**src/rtl/spi_sck_pkg.sv**
```systemverilog
package spi_sck_pkg;

  typedef enum logic [1:0] {
    SCK_IDLE  = 2'd0,
    SCK_LEAD  = 2'd1,
    SCK_TRAIL = 2'd2
  } sck_state_e;

  function automatic int unsigned pre_width(input int unsigned max_scale);
    return (max_scale > 0) ? max_scale : 1;
  endfunction

endpackage

```
**src/rtl/sck_rst_sync.sv**
```systemverilog
module sck_rst_sync #(
  parameter int unsigned STAGES = 2
) (
  input  logic clk,
  input  logic rst_n,
  output logic rst_n_sync_o
);

  logic [STAGES-1:0] sync_q;
  logic [STAGES-1:0] sync_d;

  always_comb begin
    sync_d = {sync_q[STAGES-2:0], 1'b1};
  end

  always_ff @(posedge clk or negedge rst_n) begin
    if (!rst_n) begin
      sync_q <= '0;
    end else begin
      sync_q <= sync_d;
    end
  end

  assign rst_n_sync_o = sync_q[STAGES-1];

endmodule

```
**src/rtl/sck_cfg_sel.sv**
```systemverilog
module sck_cfg_sel #(
  parameter int unsigned SCALE_W   = 4,
  parameter int unsigned CNT_W     = 8,
  parameter int unsigned MAX_SCALE = 8
) (
  input  logic [SCALE_W-1:0] scale_i,
  input  logic [CNT_W-1:0]   hi_cnt_i,
  input  logic [CNT_W-1:0]   lo_cnt_i,
  input  logic               want_high_i,
  output logic [SCALE_W-1:0] scale_eff_o,
  output logic [CNT_W:0]     phase_len_o
);

  localparam logic [SCALE_W-1:0] SCALE_CAP = SCALE_W'(MAX_SCALE);
  localparam logic [CNT_W:0]     LEN_FULL  = {1'b1, {CNT_W{1'b0}}};

  logic [CNT_W-1:0] cnt_pick;

  always_comb begin
    if (scale_i > SCALE_CAP) begin
      scale_eff_o = SCALE_CAP;
    end else begin
      scale_eff_o = scale_i;
    end
  end

  always_comb begin
    cnt_pick = want_high_i ? hi_cnt_i : lo_cnt_i;
    if (cnt_pick == '0) begin
      phase_len_o = LEN_FULL;
    end else begin
      phase_len_o = {1'b0, cnt_pick};
    end
  end

endmodule

```
**src/rtl/sck_prescaler.sv**
```systemverilog
module sck_prescaler
  import spi_sck_pkg::*;
#(
  parameter int unsigned SCALE_W   = 4,
  parameter int unsigned MAX_SCALE = 8
) (
  input  logic               clk,
  input  logic               rst_n,
  input  logic               load_i,
  input  logic               en_i,
  input  logic [SCALE_W-1:0] scale_i,
  output logic               tick_o
);

  localparam int unsigned PRE_W = pre_width(MAX_SCALE);

  logic [SCALE_W-1:0] scale_q, scale_d;
  logic [PRE_W-1:0]   cnt_q, cnt_d;
  logic [PRE_W:0]     span;
  logic [PRE_W-1:0]   limit;

  always_comb begin
    span  = ((PRE_W+1)'(1) << scale_q) - (PRE_W+1)'(1);
    limit = span[PRE_W-1:0];
  end

  assign tick_o = en_i && (cnt_q == limit);

  always_comb begin
    scale_d = scale_q;
    cnt_d   = cnt_q;
    if (load_i) begin
      scale_d = scale_i;
      cnt_d   = '0;
    end else if (en_i) begin
      if (cnt_q == limit) begin
        cnt_d = '0;
      end else begin
        cnt_d = cnt_q + 1'b1;
      end
    end
  end

  always_ff @(posedge clk or negedge rst_n) begin
    if (!rst_n) begin
      scale_q <= '0;
      cnt_q   <= '0;
    end else begin
      scale_q <= scale_d;
      cnt_q   <= cnt_d;
    end
  end

endmodule

```
**src/rtl/sck_phase_timer.sv**
```systemverilog
module sck_phase_timer #(
  parameter int unsigned CNT_W = 8
) (
  input  logic           clk,
  input  logic           rst_n,
  input  logic           load_i,
  input  logic [CNT_W:0] len_i,
  input  logic           tick_i,
  output logic           done_o
);

  localparam logic [CNT_W:0] ONE = (CNT_W+1)'(1);

  logic [CNT_W:0] rem_q, rem_d;

  assign done_o = tick_i && (rem_q == ONE);

  always_comb begin
    rem_d = rem_q;
    if (load_i) begin
      rem_d = len_i;
    end else if (tick_i && (rem_q > ONE)) begin
      rem_d = rem_q - ONE;
    end
  end

  always_ff @(posedge clk or negedge rst_n) begin
    if (!rst_n) begin
      rem_q <= ONE;
    end else begin
      rem_q <= rem_d;
    end
  end

endmodule

```
**src/rtl/spi_sck_gen.sv**
```systemverilog
module spi_sck_gen
  import spi_sck_pkg::*;
#(
  parameter int unsigned SCALE_W   = 4,
  parameter int unsigned CNT_W     = 8,
  parameter int unsigned MAX_SCALE = 8
) (
  input  logic               clk,
  input  logic               rst_n,
  input  logic               master_en_i,
  input  logic               run_i,
  input  logic [SCALE_W-1:0] scale_i,
  input  logic [CNT_W-1:0]   hi_cnt_i,
  input  logic [CNT_W-1:0]   lo_cnt_i,
  input  logic               idle_pol_i,
  output logic               sck_o,
  output logic               lead_stb_o,
  output logic               trail_stb_o
);

  logic rst_n_int;

  sck_state_e state_q, state_d;
  logic       pol_q, pol_d;
  logic       lead_q, lead_d;
  logic       trail_q, trail_d;
  logic       start;
  logic       want_high;
  logic       tick;
  logic       phase_done;
  logic       active;

  logic [SCALE_W-1:0] scale_eff;
  logic [CNT_W:0]     phase_len;

  sck_rst_sync #(
    .STAGES(2)
  ) u_rst_sync (
    .clk          (clk),
    .rst_n        (rst_n),
    .rst_n_sync_o (rst_n_int)
  );

  // Level of the phase that is about to begin decides which count applies.
  always_comb begin
    if (state_d == SCK_LEAD) begin
      want_high = ~idle_pol_i;
    end else begin
      want_high = pol_q;
    end
  end

  sck_cfg_sel #(
    .SCALE_W   (SCALE_W),
    .CNT_W     (CNT_W),
    .MAX_SCALE (MAX_SCALE)
  ) u_cfg (
    .scale_i     (scale_i),
    .hi_cnt_i    (hi_cnt_i),
    .lo_cnt_i    (lo_cnt_i),
    .want_high_i (want_high),
    .scale_eff_o (scale_eff),
    .phase_len_o (phase_len)
  );

  assign active = (state_q != SCK_IDLE);

  sck_prescaler #(
    .SCALE_W   (SCALE_W),
    .MAX_SCALE (MAX_SCALE)
  ) u_pre (
    .clk     (clk),
    .rst_n   (rst_n_int),
    .load_i  (start),
    .en_i    (active),
    .scale_i (scale_eff),
    .tick_o  (tick)
  );

  sck_phase_timer #(
    .CNT_W (CNT_W)
  ) u_timer (
    .clk    (clk),
    .rst_n  (rst_n_int),
    .load_i (start),
    .len_i  (phase_len),
    .tick_i (tick),
    .done_o (phase_done)
  );

  // Next-state logic.
  always_comb begin
    state_d = state_q;
    start   = 1'b0;
    unique case (state_q)
      SCK_IDLE: begin
        if (master_en_i && run_i) begin
          state_d = SCK_LEAD;
          start   = 1'b1;
        end
      end
      SCK_LEAD: begin
        if (!master_en_i) begin
          state_d = SCK_IDLE;
        end else if (phase_done) begin
          state_d = SCK_TRAIL;
          start   = 1'b1;
        end
      end
      SCK_TRAIL: begin
        if (!master_en_i) begin
          state_d = SCK_IDLE;
        end else if (phase_done) begin
          if (run_i) begin
            state_d = SCK_LEAD;
            start   = 1'b1;
          end else begin
            state_d = SCK_IDLE;
          end
        end
      end
      default: begin
        state_d = SCK_IDLE;
      end
    endcase
  end

  always_comb begin
    pol_d   = pol_q;
    lead_d  = 1'b0;
    trail_d = 1'b0;
    if (start && (state_d == SCK_LEAD)) begin
      pol_d  = idle_pol_i;
      lead_d = 1'b1;
    end
    if (start && (state_d == SCK_TRAIL)) begin
      trail_d = 1'b1;
    end
  end

  always_ff @(posedge clk or negedge rst_n_int) begin
    if (!rst_n_int) begin
      state_q <= SCK_IDLE;
      pol_q   <= 1'b0;
      lead_q  <= 1'b0;
      trail_q <= 1'b0;
    end else begin
      state_q <= state_d;
      pol_q   <= pol_d;
      lead_q  <= lead_d;
      trail_q <= trail_d;
    end
  end

  always_comb begin
    unique case (state_q)
      SCK_LEAD:  sck_o = ~pol_q;
      SCK_TRAIL: sck_o = pol_q;
      default:   sck_o = idle_pol_i;
    endcase
  end

  assign lead_stb_o  = lead_q;
  assign trail_stb_o = trail_q;

endmodule

```
**config.mk**
```make
export PLATFORM = sky130hd
export DESIGN_NAME = spi_sck_gen
export DESIGN_NICKNAME = d
export VERILOG_FILES = /design/src/rtl/spi_sck_pkg.sv /design/src/rtl/sck_rst_sync.sv /design/src/rtl/sck_cfg_sel.sv /design/src/rtl/sck_prescaler.sv /design/src/rtl/sck_phase_timer.sv /design/src/rtl/spi_sck_gen.sv
export SDC_FILE = /design/constraint.sdc
export NUM_CORES = 1
export LEC_CHECK = 0
export CORE_UTILIZATION = 35
export DETAILED_ROUTE_END_ITERATION = 10
export DONT_BUFFER_PORTS = 1
export PLACE_DENSITY_LB_ADDON = 0.1
export SYNTH_ARGS = -nofsm -noshare
export SYNTH_HDL_FRONTEND = slang
export SYNTH_SLANG_ARGS = --single-unit
```
**constraint.sdc**
```tcl
create_clock -name clk -period 1.35 [get_ports clk]
set_clock_uncertainty 0.05 [all_clocks]
set_input_delay 0.27 -clock clk [delete_from_list [all_inputs] [get_ports clk]]
set_output_delay 0.27 -clock clk [all_outputs]
set_load 0.1 [all_outputs]
```
==> results of run 1 <==
[area by class of cell]
cell class                      count  area (um2)  share of cell area [%]
Inverter                           13        48.8                    1.49
Tap cell                           75        93.8                    2.86
Multi-Input combinational cell    208        1640                    49.9
Clock buffer                        3        41.3                    1.26
Timing Repair Buffer               89         729                    22.2
Clock inverter                      1        30.0                   0.914
Sequential cell                    28         703                    21.4
[stage by stage]
| step | power, mW | util [%] | cell area [um2] | setup WS (ps) | instances |
|---|---|---|---|---|---|
| floorplan | 3.52 | - | 2280 | -1790 | 261 |
| global placement | 4.95 | 48.4 | 2880 | -1810 | 402 |
| detailed placement | 5.00 | 48.4 | 2880 | -1910 | 402 |
| CTS | 5.92 | 51.4 | 3060 | -1870 | 410 |
| global route | 6.95 | 55.1 | 3280 | -1950 | 417 |
| finish | 6.45 | 55.1 | 3280 | -1820 | 417 |
[timing repair]
action                                  4_1_cts  5_1_grt
pin swaps                                     4       28
cloned                                        0        0
buffers inserted                              3       10
hold buffers                                  1        0
gates resized for setup                      17       28
endpoints found under the setup margin       27       27
endpoints found under the hold margin         2        0
[metal layers]
| layer | wire length, um | part of all wire, % | up-vias | global-route usage, % |
|---|---|---|---|---|
| li1 | - | - | 1093 | - |
| met1 | 3030 | 50 | 1011 | 27.0 |
| met2 | 2910 | 48 | 23 | 31.9 |
| met3 | 125 | 2.0 | 4 | 3.15 |
| met4 | 49 | 0.80 | 0 | 3.04 |
| met5 | 0 | 0 | - | 0 |
[power by group through the flow]
stage | sequential [mW] | combinational (mW) | clock, mW
after global routing | 1.34 | 4.88 | 0.733
final | 1.31 | 4.47 | 0.674
after CTS | 1.31 | 3.91 | 0.692
after detailed placement | 1.32 | 3.67 | 0
after floorplan | 1.36 | 2.15 | 0
after global placement | 1.31 | 3.64 | 0
[flip-flops by register name, indices dropped and copies added (netlist names)]
| signal | flops |
|---|---|
| u_pre.scale_q | 4 |
| state_q | 2 |
| u_pre.cnt_q | 8 |
| lead_stb_o | 1 |
| u_rst_sync.sync_q | 2 |
| trail_stb_o | 1 |
| u_timer.rem_q | 9 |
| pol_q | 1 |
[worst reg2reg max path, cell delays in order, from the launching register on]
cell and delay, ps:
sky130_fd_sc_hd__dfrtp_1 440, sky130_fd_sc_hd__nor2_2 140, sky130_fd_sc_hd__nand2_1 70, sky130_fd_sc_hd__ha_2 190, sky130_fd_sc_hd__or4b_4 470, sky130_fd_sc_hd__o2111a_2 190
sky130_fd_sc_hd__o311ai_4 280, sky130_fd_sc_hd__buf_4 170, sky130_fd_sc_hd__o31a_1 170, sky130_fd_sc_hd__a211oi_2 60, sky130_fd_sc_hd__buf_4 160, sky130_fd_sc_hd__and4_4 180
sky130_fd_sc_hd__a21o_1 180, sky130_fd_sc_hd__buf_6 130, sky130_fd_sc_hd__a211oi_4 220
[kinds of logic after synthesis]
logic type                 synth area share [%]
muxes                                     0.461
and+or+nand+nor                            31.7
adders and majority gates                  4.61
DFF                                        32.3
AOI/OAI and AO/OA                          18.6
other                                     0.173
buffers and inverters                      5.76
xor gates and xnor gates                   6.45
[cells in the final DEF, fill, tap and decap left out, drive strengths merged, types with 3 or more instances in the layout]
cell / Yosys / layout
buf: 9 / 88
nor2: 41 / 41
nand2: 27 / 27
dfrtp: 27 / 27
inv: 13 / 13
a21oi: 10 / 10
xnor2: 9 / 9
o211ai: 8 / 8
and3: 8 / 8
a211oi: 8 / 8
o21ai: 8 / 8
ha: 8 / 8
nand3b: 7 / 7
xor2: 7 / 7
nor3: 7 / 7
nor4: 6 / 6
nor2b: 5 / 5
nand4: 4 / 4
or3: 4 / 4
nand3: 4 / 4
a2111oi: 4 / 4
nand2b: 3 / 3
o311ai: 3 / 3
clkbuf: 3 / 3
[path summary, 6_finish.rpt]
path	startpoint	endpoint	slack (ps)
min	scale_i[3]	u_pre.scale_q[3]	60
min in group asynchronous	rst_n	u_rst_sync.sync_q[0]	160
max	u_pre.scale_q[1]	u_timer.rem_q[3]	-1820
max in group asynchronous	u_rst_sync.sync_q[1]	u_timer.rem_q[0]	740
max reg2reg	u_pre.scale_q[1]	u_timer.rem_q[3]	-1820
min reg2reg	u_rst_sync.sync_q[1]	trail_stb_o	200
==> out/qor.txt, run 1 <==
Critical path buffers and inverters = 3
clock latency on the worst-skew pair = 280 ps
number of design rule violations left after detail routing = 0
Hold/Removal Path Class = input pin to flop
data arrival time of the critical path = 3320 ps
CP cell instances = nor2_2, nand2_1, ha_2, or4b_4, o2111a_2, o311ai_4, buf_4, o31a_1, a211oi_2, buf_4, and4_4, a21o_1, buf_6, a211oi_4
WP data required = 1500 ps
Sum Neg Setup Slack = -41860 ps
DR vias = 2131
Sw Share = 41.6%
internal power of the cells = 3.77 mW
start-to-end type of the worst setup path = flop to flop
H-tree levels = 1
final-report hold violation count = 0
clock tree from TritonCTS = yes
Core Footprint = 0.00596 mm2
maximum number of pins on one net before global-route repair = 27
clock group share of total power = 10.4%
Post-synth top flop = sky130_fd_sc_hd__dfrtp_1
number of port buffers = 0
die area = 0.00653 mm2
proportion of register bits with asynchronous set or reset after synthesis = 100%
starting density of the core = 36.5%
leading area contributor after synthesis = sky130_fd_sc_hd__dfrtp_1
net count after synthesis = 294
sw power = 2.68 mW
wire length per cell after detailed routing = 14.7 um
total of endpoints with negative setup slack in the final report = 27
placer's final routability congestion estimate = 0.788
RSZ-0062 raised after global routing = true
remaining global-route overflow = 0
min cycle time layout = 3170 ps
fraction of the cycle the final worst path needs = 235%
combinational group share of total power = 69.2%
first-pass detailed-route iteration total = 4
Max FO, Critical Path = 4
Clock Tree Root = sky130_fd_sc_hd__clkbuf_8
category of the worst setup path capture point = flop
commonest cells in the netlist = sky130_fd_sc_hd__nor2_1 (41), sky130_fd_sc_hd__dfrtp_1 (27), sky130_fd_sc_hd__nand2_1 (27), sky130_fd_sc_hd__inv_1 (13), sky130_fd_sc_hd__a21oi_1 (10)
summed instance area of the synthesized netlist = 0.00217 mm2
largest cells by area after synthesis = sky130_fd_sc_hd__dfrtp_1 (31%), sky130_fd_sc_hd__nor2_1 (7.1%), sky130_fd_sc_hd__nand2_1 (4.7%), sky130_fd_sc_hd__ha_1 (4.6%), sky130_fd_sc_hd__xnor2_1 (3.6%)
first-pass GRT wire length = 9780 um
Filler Cell Count = 554
Post-synth EDFFs = 0
post-synth cell types = 55
worst-case reg-to-reg path depth = 14
number of antenna violations at the first check in global routing = 0
Most common cell on crit path = sky130_fd_sc_hd__buf_4
CTS sink count = 28
slowest cell on the critical path = sky130_fd_sc_hd__or4b_4
post-synthesis sequential element count = 28
drt first-iter violations = 61
most numerous cell in the Yosys netlist = sky130_fd_sc_hd__nor2_1
MaxCap Viol Count = 0
Leak = 1.38 nW
slowest cell delay on critical path = 470 ps
total stage count of the critical path = 14
fraction of the yosys area taken by sequential cells = 32.3%
nets@finish = 376
number of buffers created by CTS = 3
relative contribution of sequential cells to total power = 20.3%
power per cell area = 1970 mW/mm2
via density per instance = 5.11
kind of cell with the highest combined delay on the critical path = compound AO/OA/AOI/OAI gates
fraction of layout instances using a drive strength above 1 = 40.6%
Top-Level Pins = 28
yosys warns = 0
outcome = finished, violations left
antenna cells = 0
Hold Path Stages = 2
Post-Synthesis Mean Instance Area = 8.33 um2
overall die height = 80.8 um
register clock-pin slew on the reported worst setup and hold paths = 100 ps
worst vdd ir = 1.45 mV
sum of routed wire length over all layers = 6110 um
highest attainable clock frequency = 0.315 GHz
synthesis-to-finish area growth = 51.1%
Worst setup SP type = flop
horizontal die dimension = 80.8 um
vias in the first global route = 2027
failing checks = negative setup slack
Antenna Nets Post-Route = 0
Setup WS post-layout = -1820 ps
max-slew violation total from the final report = 0
clock buffer depth = 2
Detail Placement HPWL = 4620 um
top cell type's share of synthesized area = 31.1%
number of standard-cell rows in the floorplan = 28
All-Layer GR Usage = 19.4%
cells after synthesis = 261
worst hold slack after final layout = 61.4 ps
(Power assumes the default switching activity.)
==> inputs of run 2 (changes only) <==
--- a/config.mk
+++ b/config.mk
@@ -8,7 +8,7 @@
 export CORE_UTILIZATION = 35
 export DETAILED_ROUTE_END_ITERATION = 10
 export DONT_BUFFER_PORTS = 1
-export PLACE_DENSITY_LB_ADDON = 0.1
+export PLACE_DENSITY_LB_ADDON = 0.12
 export SYNTH_ARGS = -nofsm -noshare
 export SYNTH_HDL_FRONTEND = slang
 export SYNTH_SLANG_ARGS = --single-unit
==> out/qor.txt, run 2 (synthesis results as in run 1) <==
register clock-pin slew on the reported worst setup and hold paths = 100 ps
horizontal die dimension = 80.8 um
failing checks = negative setup slack
most common cell after layout, fill and taps aside = sky130_fd_sc_hd__buf_4
Post-DP Area = 0.00285 mm2
Top-Level Pins = 28
CTS sink count = 28
outcome = finished, violations left
wire length per cell after detailed routing = 14.9 um
Power, Total = 6.36 mW
number of antenna violations at the first check in global routing = 0
maximum number of pins on one net before global-route repair = 27
die area = 0.00653 mm2
remaining global-route overflow = 0
category of the worst setup path capture point = flop
number of port buffers = 0
highest attainable clock frequency = 0.318 GHz
number of design rule violations left after detail routing = 0
min cycle time layout = 3150 ps
clock tree from TritonCTS = yes
WP data required = 1500 ps
hold_sp = scale_i[3]
via density per instance = 5.18
Filler Cell Count = 563
starting density of the core = 36.5%
launch point of the worst reg-to-reg path = u_pre.scale_q[3]
final-report hold violation count = 0
end-of-flow core utilization = 54.8%
data arrival time of the critical path = 3300 ps
number of buffers created by CTS = 3
final design instance area without fill = 0.00326 mm2
Worst setup SP type = flop
start-to-end type of the worst setup path = flop to flop
Hold/Removal Path Class = input pin to flop
MaxCap Viol Count = 0
Leak = 1.37 nW
Detail Placement HPWL = 4600 um
vias in the first global route = 2108
total of endpoints with negative setup slack in the final report = 27
fraction of layout instances using a drive strength above 1 = 40.0%
power per cell area = 1950 mW/mm2
H-tree levels = 1
worst vdd ir = 1.35 mV
register area = 703 um2
placer's final routability congestion estimate = 0.819
combined area of the multi-input logic cells = 0.00162 mm2
nets@finish = 374
antenna cells = 0
clock latency on the worst-skew pair = 290 ps
Core Footprint = 0.00596 mm2
RSZ-0062 raised after global routing = true
fraction of the cycle the final worst path needs = 233%
clock buffer depth = 2
top library cells by usage in the layout, fill and taps aside = sky130_fd_sc_hd__buf_4 (71), sky130_fd_sc_hd__nor2_1 (36), sky130_fd_sc_hd__nand2_1 (26), sky130_fd_sc_hd__dfrtp_1 (26), sky130_fd_sc_hd__buf_6 (13)
first-pass detailed-route iteration total = 4
Top reg by flops = u_timer.rem_q
drt first-iter violations = 78
worst hold slack after final layout = 60.9 ps
max-slew violation total from the final report = 0
largest registers = u_timer.rem_q: 9 flops, u_pre.cnt_q: 8 flops, u_pre.scale_q: 4 flops
max reg flops = 9
Antenna Nets Post-Route = 0
sum of routed wire length over all layers = 6180 um
launch point of the critical path = u_pre.scale_q[3]
overall die height = 80.8 um
All-Layer GR Usage = 19.7%
DR vias = 2150
synthesis-to-finish area growth = 50.1%
first-pass GRT wire length = 9800 um
Setup WS post-layout = -1800 ps
number of standard-cell rows in the floorplan = 28
Clock Tree Root = sky130_fd_sc_hd__clkbuf_8
Max FO, Critical Path = 5
-- run 2: worst max-delay path, cell delays in order, from the launching register on --
cell and delay [ps]:
sky130_fd_sc_hd__dfrtp_1 420, sky130_fd_sc_hd__nor2_4 130, sky130_fd_sc_hd__nand3b_1 90, sky130_fd_sc_hd__ha_2 190
sky130_fd_sc_hd__or4b_4 520, sky130_fd_sc_hd__o2111a_2 190, sky130_fd_sc_hd__o311ai_4 280, sky130_fd_sc_hd__buf_4 160
sky130_fd_sc_hd__o31a_1 160, sky130_fd_sc_hd__a211oi_2 60, sky130_fd_sc_hd__buf_4 150, sky130_fd_sc_hd__and4_4 170
sky130_fd_sc_hd__a21o_1 180, sky130_fd_sc_hd__buf_6 130, sky130_fd_sc_hd__a211oi_2 170
-- run 2: area by class of cell --
class	instances	area share [%]
Clock buffer	3	1.27
Clock inverter	1	0.920
Inverter	13	1.50
Multi-Input combinational cell	208	49.5
Sequential cell	28	21.5
Tap cell	75	2.88
Timing Repair Buffer	87	22.4
-- run 2: routing by layer --
metal	track usage, %	vias to the layer above	share of wire (%)	wire, um
met1	26.2	1019	47	2910
li1	-	1089	-	-
met4	4.82	0	1.1	65
met2	33.9	37	49	3020
met3	2.13	5	2.8	175
met5	0	-	0	0
-- run 2: report_power, final --
| part | switching (mW) | leakage, nW | total [mW] | internal [mW] |
|---|---|---|---|---|
| Sequential | 0.203 | 0.349 | 1.31 | 1.11 |
| Clock | 0.295 | 0.0357 | 0.693 | 0.398 |
| Combinational | 2.13 | 0.982 | 4.36 | 2.23 |
-- run 2: path summary, 6_finish.rpt --
kind	to	depth (start not counted)	slack, ps
setup reg to reg	u_timer.rem_q[3]	14	-1800
setup / recovery	u_timer.rem_q[3]	14	-1800
max in group asynchronous	u_timer.rem_q[0]	1	760
min in group asynchronous	u_rst_sync.sync_q[1]	1	140
hold reg to reg	trail_stb_o	1	190
hold / removal	u_pre.scale_q[3]	2	60
-- run 2: per-stage QoR --
| step | cells | TNS (ps) | setup WS, ps |
|---|---|---|---|
| 6_report | 415 | -41910 | -1800 |
| 3_5_place_dp | 396 | -44300 | -1910 |
| 2_1_floorplan | 261 | -41150 | -1790 |
| 4_1_cts | 412 | -41660 | -1810 |
| 3_3_place_gp | 396 | -43510 | -1840 |
| 5_1_grt | 415 | -46360 | -1980 |
-- run 2: what timing repair did --
action | CTS | global route
endpoints found under the hold margin | 2 | 0
buffers inserted | 11 | 3
gates resized for setup | 35 | 10
pin swaps | 26 | 6
endpoints found under the setup margin | 27 | 27
hold buffers | 1 | 0
